<file path="src/rtl/sram_seq_pkg.sv">
package sram_seq_pkg;

  typedef struct packed {
    logic load;     // latch request address and data
    logic capture;  // sample memory read data
    logic ceN;
    logic oeN;
    logic weN;
    logic dqOe;
  } strobe_t;

  typedef enum logic [2:0] {
    ST_IDLE,
    ST_READ,
    ST_WR_WAIT,
    ST_WR_PULSE,
    ST_WR_HOLD
  } seq_state_t;

  function automatic int cyclesFor(input int ns, input int periodNs);
    int c;
    c = (ns + periodNs - 1) / periodNs;
    return (c < 1) ? 1 : c;
  endfunction

  function automatic int maxOf(input int a, input int b);
    return (a > b) ? a : b;
  endfunction

endpackage

</file>
<file path="src/rtl/sram_seq_ctrl.sv">
module sram_seq_ctrl
  import sram_seq_pkg::*;
#(
  parameter int RD_LEN   = 3,
  parameter int WP_LEN   = 2,
  parameter int HOLD_LEN = 1,
  parameter int HZ_LEN   = 2
) (
  input  logic    clk,
  input  logic    rstN,
  input  logic    reqValid,
  input  logic    reqWrite,
  output logic    reqReady,
  output strobe_t strb
);

  localparam int LONGEST = maxOf(RD_LEN, maxOf(WP_LEN, HOLD_LEN));
  localparam int CNT_W   = $clog2(LONGEST + 1);
  localparam int HZ_W    = $clog2(HZ_LEN + 1);

  seq_state_t state;
  logic [CNT_W-1:0] phaseCnt;
  logic [HZ_W-1:0]  hzCnt;
  logic ceNq, oeNq, weNq, dqOeq;
  logic accept, readDone, busFree;

  assign reqReady = (state == ST_IDLE);
  assign accept   = reqValid && reqReady;
  assign readDone = (state == ST_READ) && (phaseCnt == '0);
  assign busFree  = (hzCnt == '0);

  // bus-release window after output enable rises
  always_ff @(posedge clk or negedge rstN) begin
    if (!rstN) begin
      hzCnt <= '0;
    end else if (readDone) begin
      hzCnt <= HZ_W'(HZ_LEN - 1);
    end else if (hzCnt != '0) begin
      hzCnt <= hzCnt - 1'b1;
    end
  end

  always_ff @(posedge clk or negedge rstN) begin
    if (!rstN) begin
      state    <= ST_IDLE;
      phaseCnt <= '0;
      ceNq     <= 1'b1;
      oeNq     <= 1'b1;
      weNq     <= 1'b1;
      dqOeq    <= 1'b0;
    end else begin
      case (state)
        ST_IDLE: begin
          if (accept) begin
            ceNq <= 1'b0;
            if (reqWrite) begin
              state <= ST_WR_WAIT;
            end else begin
              oeNq     <= 1'b0;
              phaseCnt <= CNT_W'(RD_LEN - 1);
              state    <= ST_READ;
            end
          end
        end
        ST_READ: begin
          if (phaseCnt == '0) begin
            ceNq  <= 1'b1;
            oeNq  <= 1'b1;
            state <= ST_IDLE;
          end else begin
            phaseCnt <= phaseCnt - 1'b1;
          end
        end
        ST_WR_WAIT: begin
          if (busFree) begin
            weNq     <= 1'b0;
            dqOeq    <= 1'b1;
            phaseCnt <= CNT_W'(WP_LEN - 1);
            state    <= ST_WR_PULSE;
          end
        end
        ST_WR_PULSE: begin
          if (phaseCnt == '0) begin
            weNq     <= 1'b1;
            phaseCnt <= CNT_W'(HOLD_LEN - 1);
            state    <= ST_WR_HOLD;
          end else begin
            phaseCnt <= phaseCnt - 1'b1;
          end
        end
        ST_WR_HOLD: begin
          if (phaseCnt == '0) begin
            ceNq  <= 1'b1;
            dqOeq <= 1'b0;
            state <= ST_IDLE;
          end else begin
            phaseCnt <= phaseCnt - 1'b1;
          end
        end
        default: state <= ST_IDLE;
      endcase
    end
  end

  always_comb begin
    strb.load    = accept;
    strb.capture = readDone;
    strb.ceN     = ceNq;
    strb.oeN     = oeNq;
    strb.weN     = weNq;
    strb.dqOe    = dqOeq;
  end

endmodule

</file>
<file path="src/rtl/sram_seq_dpath.sv">
module sram_seq_dpath
  import sram_seq_pkg::*;
#(
  parameter int ADDR_W = 11,
  parameter int DATA_W = 8
) (
  input  logic              clk,
  input  logic              rstN,
  input  strobe_t           strb,
  input  logic [ADDR_W-1:0] reqAddr,
  input  logic [DATA_W-1:0] reqWdata,
  input  logic [DATA_W-1:0] sramDqIn,
  output logic [ADDR_W-1:0] sramAddr,
  output logic [DATA_W-1:0] sramDqOut,
  output logic              sramDqOe,
  output logic              sramCeN,
  output logic              sramOeN,
  output logic              sramWeN,
  output logic              sramNeN,
  output logic [DATA_W-1:0] rdData,
  output logic              rdValid
);

  logic [ADDR_W-1:0] addrQ;
  logic [DATA_W-1:0] wdataQ;
  logic [DATA_W-1:0] rdDataQ;
  logic              rdValidQ;

  always_ff @(posedge clk or negedge rstN) begin
    if (!rstN) begin
      addrQ  <= '0;
      wdataQ <= '0;
    end else if (strb.load) begin
      addrQ  <= reqAddr;
      wdataQ <= reqWdata;
    end
  end

  always_ff @(posedge clk or negedge rstN) begin
    if (!rstN) begin
      rdDataQ  <= '0;
      rdValidQ <= 1'b0;
    end else begin
      rdValidQ <= strb.capture;
      if (strb.capture) rdDataQ <= sramDqIn;
    end
  end

  assign sramAddr  = addrQ;
  assign sramDqOut = wdataQ;
  assign sramDqOe  = strb.dqOe;
  assign sramCeN   = strb.ceN;
  assign sramOeN   = strb.oeN;
  assign sramWeN   = strb.weN;
  assign sramNeN   = 1'b1;
  assign rdData    = rdDataQ;
  assign rdValid   = rdValidQ;

endmodule

</file>
<file path="src/rtl/sram_seq_top.sv">
module sram_seq_top
  import sram_seq_pkg::*;
#(
  parameter int ADDR_W        = 11,
  parameter int DATA_W        = 8,
  parameter int CLK_PERIOD_NS = 10,
  parameter int T_RC_NS       = 25,
  parameter int T_AA_NS       = 25,
  parameter int T_OE_NS       = 12,
  parameter int T_OHZ_NS      = 13,
  parameter int T_WC_NS       = 25,
  parameter int T_WP_NS       = 20,
  parameter int T_AW_NS       = 20,
  parameter int T_DS_NS       = 12
) (
  input  logic              clk,
  input  logic              rstN,
  input  logic              reqValid,
  output logic              reqReady,
  input  logic              reqWrite,
  input  logic [ADDR_W-1:0] reqAddr,
  input  logic [DATA_W-1:0] reqWdata,
  output logic              rdValid,
  output logic [DATA_W-1:0] rdData,
  output logic              sramCeN,
  output logic              sramOeN,
  output logic              sramWeN,
  output logic              sramNeN,
  output logic [ADDR_W-1:0] sramAddr,
  output logic [DATA_W-1:0] sramDqOut,
  output logic              sramDqOe,
  input  logic [DATA_W-1:0] sramDqIn
);

  localparam int RD_LEN = maxOf(cyclesFor(T_RC_NS, CLK_PERIOD_NS),
                                cyclesFor(maxOf(T_AA_NS, T_OE_NS), CLK_PERIOD_NS));
  localparam int WP_LEN = maxOf(maxOf(cyclesFor(T_WP_NS, CLK_PERIOD_NS),
                                      cyclesFor(T_DS_NS, CLK_PERIOD_NS)),
                                cyclesFor(T_AW_NS, CLK_PERIOD_NS) - 1);
  localparam int HOLD_LEN = maxOf(1, cyclesFor(T_WC_NS, CLK_PERIOD_NS) - WP_LEN - 1);
  localparam int HZ_LEN   = cyclesFor(T_OHZ_NS, CLK_PERIOD_NS);

  strobe_t strb;

  sram_seq_ctrl #(
    .RD_LEN  (RD_LEN),
    .WP_LEN  (WP_LEN),
    .HOLD_LEN(HOLD_LEN),
    .HZ_LEN  (HZ_LEN)
  ) ctrl_i (
    .clk     (clk),
    .rstN    (rstN),
    .reqValid(reqValid),
    .reqWrite(reqWrite),
    .reqReady(reqReady),
    .strb    (strb)
  );

  sram_seq_dpath #(
    .ADDR_W(ADDR_W),
    .DATA_W(DATA_W)
  ) dpath_i (
    .clk      (clk),
    .rstN     (rstN),
    .strb     (strb),
    .reqAddr  (reqAddr),
    .reqWdata (reqWdata),
    .sramDqIn (sramDqIn),
    .sramAddr (sramAddr),
    .sramDqOut(sramDqOut),
    .sramDqOe (sramDqOe),
    .sramCeN  (sramCeN),
    .sramOeN  (sramOeN),
    .sramWeN  (sramWeN),
    .sramNeN  (sramNeN),
    .rdData   (rdData),
    .rdValid  (rdValid)
  );

endmodule

</file>
<file path="config.mk">
export PLATFORM = sky130hd
export DESIGN_NAME = sram_seq_top
export DESIGN_NICKNAME = d
export VERILOG_FILES = /design/src/rtl/sram_seq_pkg.sv /design/src/rtl/sram_seq_ctrl.sv /design/src/rtl/sram_seq_dpath.sv /design/src/rtl/sram_seq_top.sv
export SDC_FILE = /design/constraint.sdc
export NUM_CORES = 1
export LEC_CHECK = 0
export BUFFER_PORTS_ARGS = -buffer_cell sky130_fd_sc_hd__buf_2
export CAP_MARGIN = 20
export CORE_ASPECT_RATIO = 1.1
export CORE_MARGIN = 5
export CORE_UTILIZATION = 45
export CTS_BUF_LIST = sky130_fd_sc_hd__clkbuf_4 sky130_fd_sc_hd__clkbuf_8 sky130_fd_sc_hd__clkbuf_16
export DETAILED_ROUTE_END_ITERATION = 7
export PLACE_DENSITY = 0.74
export RECOVER_POWER = 100
export SYNTH_ARGS = -nofsm -noshare
export SYNTH_HDL_FRONTEND = slang
export SYNTH_SLANG_ARGS = --single-unit
export TNS_END_PERCENT = 20
</file>
<file path="constraint.sdc">
create_clock -name clk -period 2.78 [get_ports clk]
set_input_delay 0.417 -clock clk [delete_from_list [all_inputs] [get_ports clk]]
set_output_delay 0.417 -clock clk [all_outputs]
set_load 0.1 [all_outputs]
</file>
==> impl_metrics.ini <==
[status]
outcome = finished with violations
violations = max-capacitance violations, max-slew violations

[sta]
slew_headroom_pct = -35.0
post-route-period-util_pct = 75.3
hold_violations = 0
drv_slew = 40
setup_viol = 0
layout_min_cycle_time_ns = 2.09
fmax_mhz = 477
fin_tns_setup_ns = 0
rsz0062_at_grt = no
clock_skew_ns = 0.00695
worst_slew_pin_slew_ns = 2.02

[worst_setup_path]
r2r_slack_ns = 0.77
critical_path_peak_fanout = 2
path_cells = clkbuf_1
worst_path_largest_cell_delay_ns = 0.86
crit_slowest_cell = clkbuf_1
arrival_ns = 1.68
worstSetupEndpointType = output port
cp.buffers_inverters = 1
path_class = flip-flop to output port
required_ns = 2.36
path_delay_family = buffers and inverters
start_kind = flip-flop

[place]
port_buffers = 63
dp_hpwl_mm = 2.58
gp_congestion = 0.860
placed_cell_area_um2 = 2020

[logic_synthesis]
seq_area_frac_synth_pct = 57.6
yosysUniqueCellTypes = 32
synth_top_family_by_area = simple AND/OR/NAND/NOR gates
ys_warn_count = 0
yosys-top-cells-area = dfrtp_1 53%, nand2_1 13%, mux2_2 5.3%
syn_inst = 168
synth_edf_count = 0
synth_common_cells = 60 x nand2_1, 36 x dfrtp_1, 8 x a21oi_1, 8 x mux2_2
synthSimpleGateAreaFrac_pct = 19.7
synth-compound-area-share_pct = 7.14
synth_adder_area_share_pct = 2.94
syn_nets = 203
synth_top_area_cell = dfrtp_1
yosys.area_share.xor_xnor_pct = 1.03
syn_area_per_cell_um2 = 10.1
yosys_most_used_dff = dfrtp_1
yosysMostFrequentCell = nand2_1
async_flop_share_pct = 100
netlist_area_um2 = 1700
ys_ff_latch = 39
synth_top_area_share_pct = 53.0
synth.area.mux_share_pct = 5.96

[floorplan]
start_util_pct = 46.5
rows = 23
core_area_um2 = 3650
die_x_um = 68.6
die-area_um2 = 5110
ioPinCount = 65
die_y_um = 74.5

[clocking]
clockBufferDepth = 2
postCtsSetupBuffers = 0
clk_latency_ns = 0.28
root_buffer = clkbuf_8
hold_buffers = 0
h-tree-depth = 2
cts_resized = 0
cts_tree = built
cts_made_buffers = 5
clock-sinks = 39
worst_setup_hold_path_clk_slew_ns = 0.07

[global_routing]
gr-usage-met1_pct = 20.6
grt_pass1_wl_mm = 5.94
grt_antenna_before_repair = 0
met3_usage_pct = 5.29
grt_usage_pct = 15.9
grt_max_degree = 40
gr-max-usage-layer = met2
grt_pass1_vias = 1330
met2_usage_pct = 24.6
grt_remaining_overflow = 0

[final_layout]
multiInputGateArea_um2 = 609
drive_above_1_share_pct = 21.3
stdcell_area_um2 = 2040
n_antenna_cell = 0
fill_cells = 382
seqCellArea_um2 = 980
num-nets-final = 264
syn2layout_area_growth_pct = 20.2

[route]
wire_per_inst_um = 12.5
drtIter0Drc = 85
viasPerCell = 4.68
routed-via-count = 1309
drc = 0
dr.pass1.iters = 4
ant_nets = 0
wirelength_mm = 3.50

[job]
drv_cap = 1

[hold_path]
min_path_type = input port to flip-flop
layout by cell type, fill, tap and decap left out:
cell type,Yosys,layout
nor2b_1,1,1
a22o_1,2,2
mux2_2,8,8
dfrtp_1,36,36
nor2_1,6,6
clkbuf_4,0,3
a32oi_1,1,1
inv_1,6,6
or2_1,1,1
xor2_1,1,1
conb_1,1,1
clkbuf_2,0,1
nand3_1,1,1
dfstp_2,3,3
and3_1,1,1
xnor2_1,1,1
o32ai_1,1,1
o21ai_0,3,3
and2_0,0,1
a31oi_1,1,1
nand2_1,60,60
nand2b_1,5,5
clkbuf_8,0,5
a2bb2oi_1,1,1
mux2_1,1,1
a21oi_1,8,9
buf_2,1,29
o21bai_1,1,1
nor3_1,0,2
ha_1,4,4
clkbuf_1,2,34
kinds of logic (layout without fill, tap and decap cells):
kind of cell / after synthesis / in the layout
flip-flops: 39 / 39
AO/OA/AOI/OAI: 19 / 19
XOR/XNOR: 2 / 2
multiplexers: 9 / 9
buffers and inverters: 16 / 78
AND/OR/NAND/NOR: 78 / 78
other: 1 / 1
adder cells (fa/ha/maj): 4 / 4
layer usage:
| metal | wire length (um) | vias to the layer above |
|---|---|---|
| met2 | 1710 | 38 |
| met5 | 0 | - |
| met3 | 202 | 4 |
| met1 | 1530 | 614 |
| li1 | - | 653 |
| met4 | 59 | 0 |
per-stage QoR:
stage                     setup WS [ns]  cells  hold slack (ns)  utilization, %
after floorplan                   0.670    168            0.121               -
after CTS                         0.853    280            0.269            57.7
after detailed placement           1.05    272            0.460            55.2
after global placement             1.10    272            0.457            55.2
final                             0.685    280            0.324            55.9
after global routing              0.403    280            0.320            55.9
final timing paths:
kind | startpoint | endpoint | cells after the start
worst max-delay path | ctrl_i.oeNq | sramOeN | 1
worst min register to register | dpath_i.sramAddr[7] | dpath_i.sramAddr[7] | 2
min in group asynchronous | rstN | ctrl_i.dqOeq | 1
worst max register to register | ctrl_i.phaseCnt[0] | dpath_i.rdData[7] | 6
worst min-delay path | reqWdata[3] | dpath_i.sramDqOut[3] | 3
max in group asynchronous | rstN | dpath_i.sramAddr[7] | 1
sequential cells by signal, summed over array words and instances (netlist names):
name / cells
dpath_i.rdValid: 1
dpath_i.sramAddr: 11
ctrl_i.phaseCnt: 2
ctrl_i.hzCnt: 2
ctrl_i.oeNq: 1
dpath_i.rdData: 8
ctrl_i.state: 3
ctrl_i.weNq: 1
ctrl_i.ceNq: 1
ctrl_i.dqOeq: 1
dpath_i.sramDqOut: 8
area by class of cell:
type | instances | area share, %
clock buffer | 8 | 4.47
inverter | 6 | 1.10
multi-input combinational | 113 | 29.8
sequential | 39 | 47.9
tap | 50 | 3.06
timing repair buffer | 64 | 13.6
Power is not shown: default switching activity piles up to over one toggle a cycle in this logic, so the estimate is an artifact.
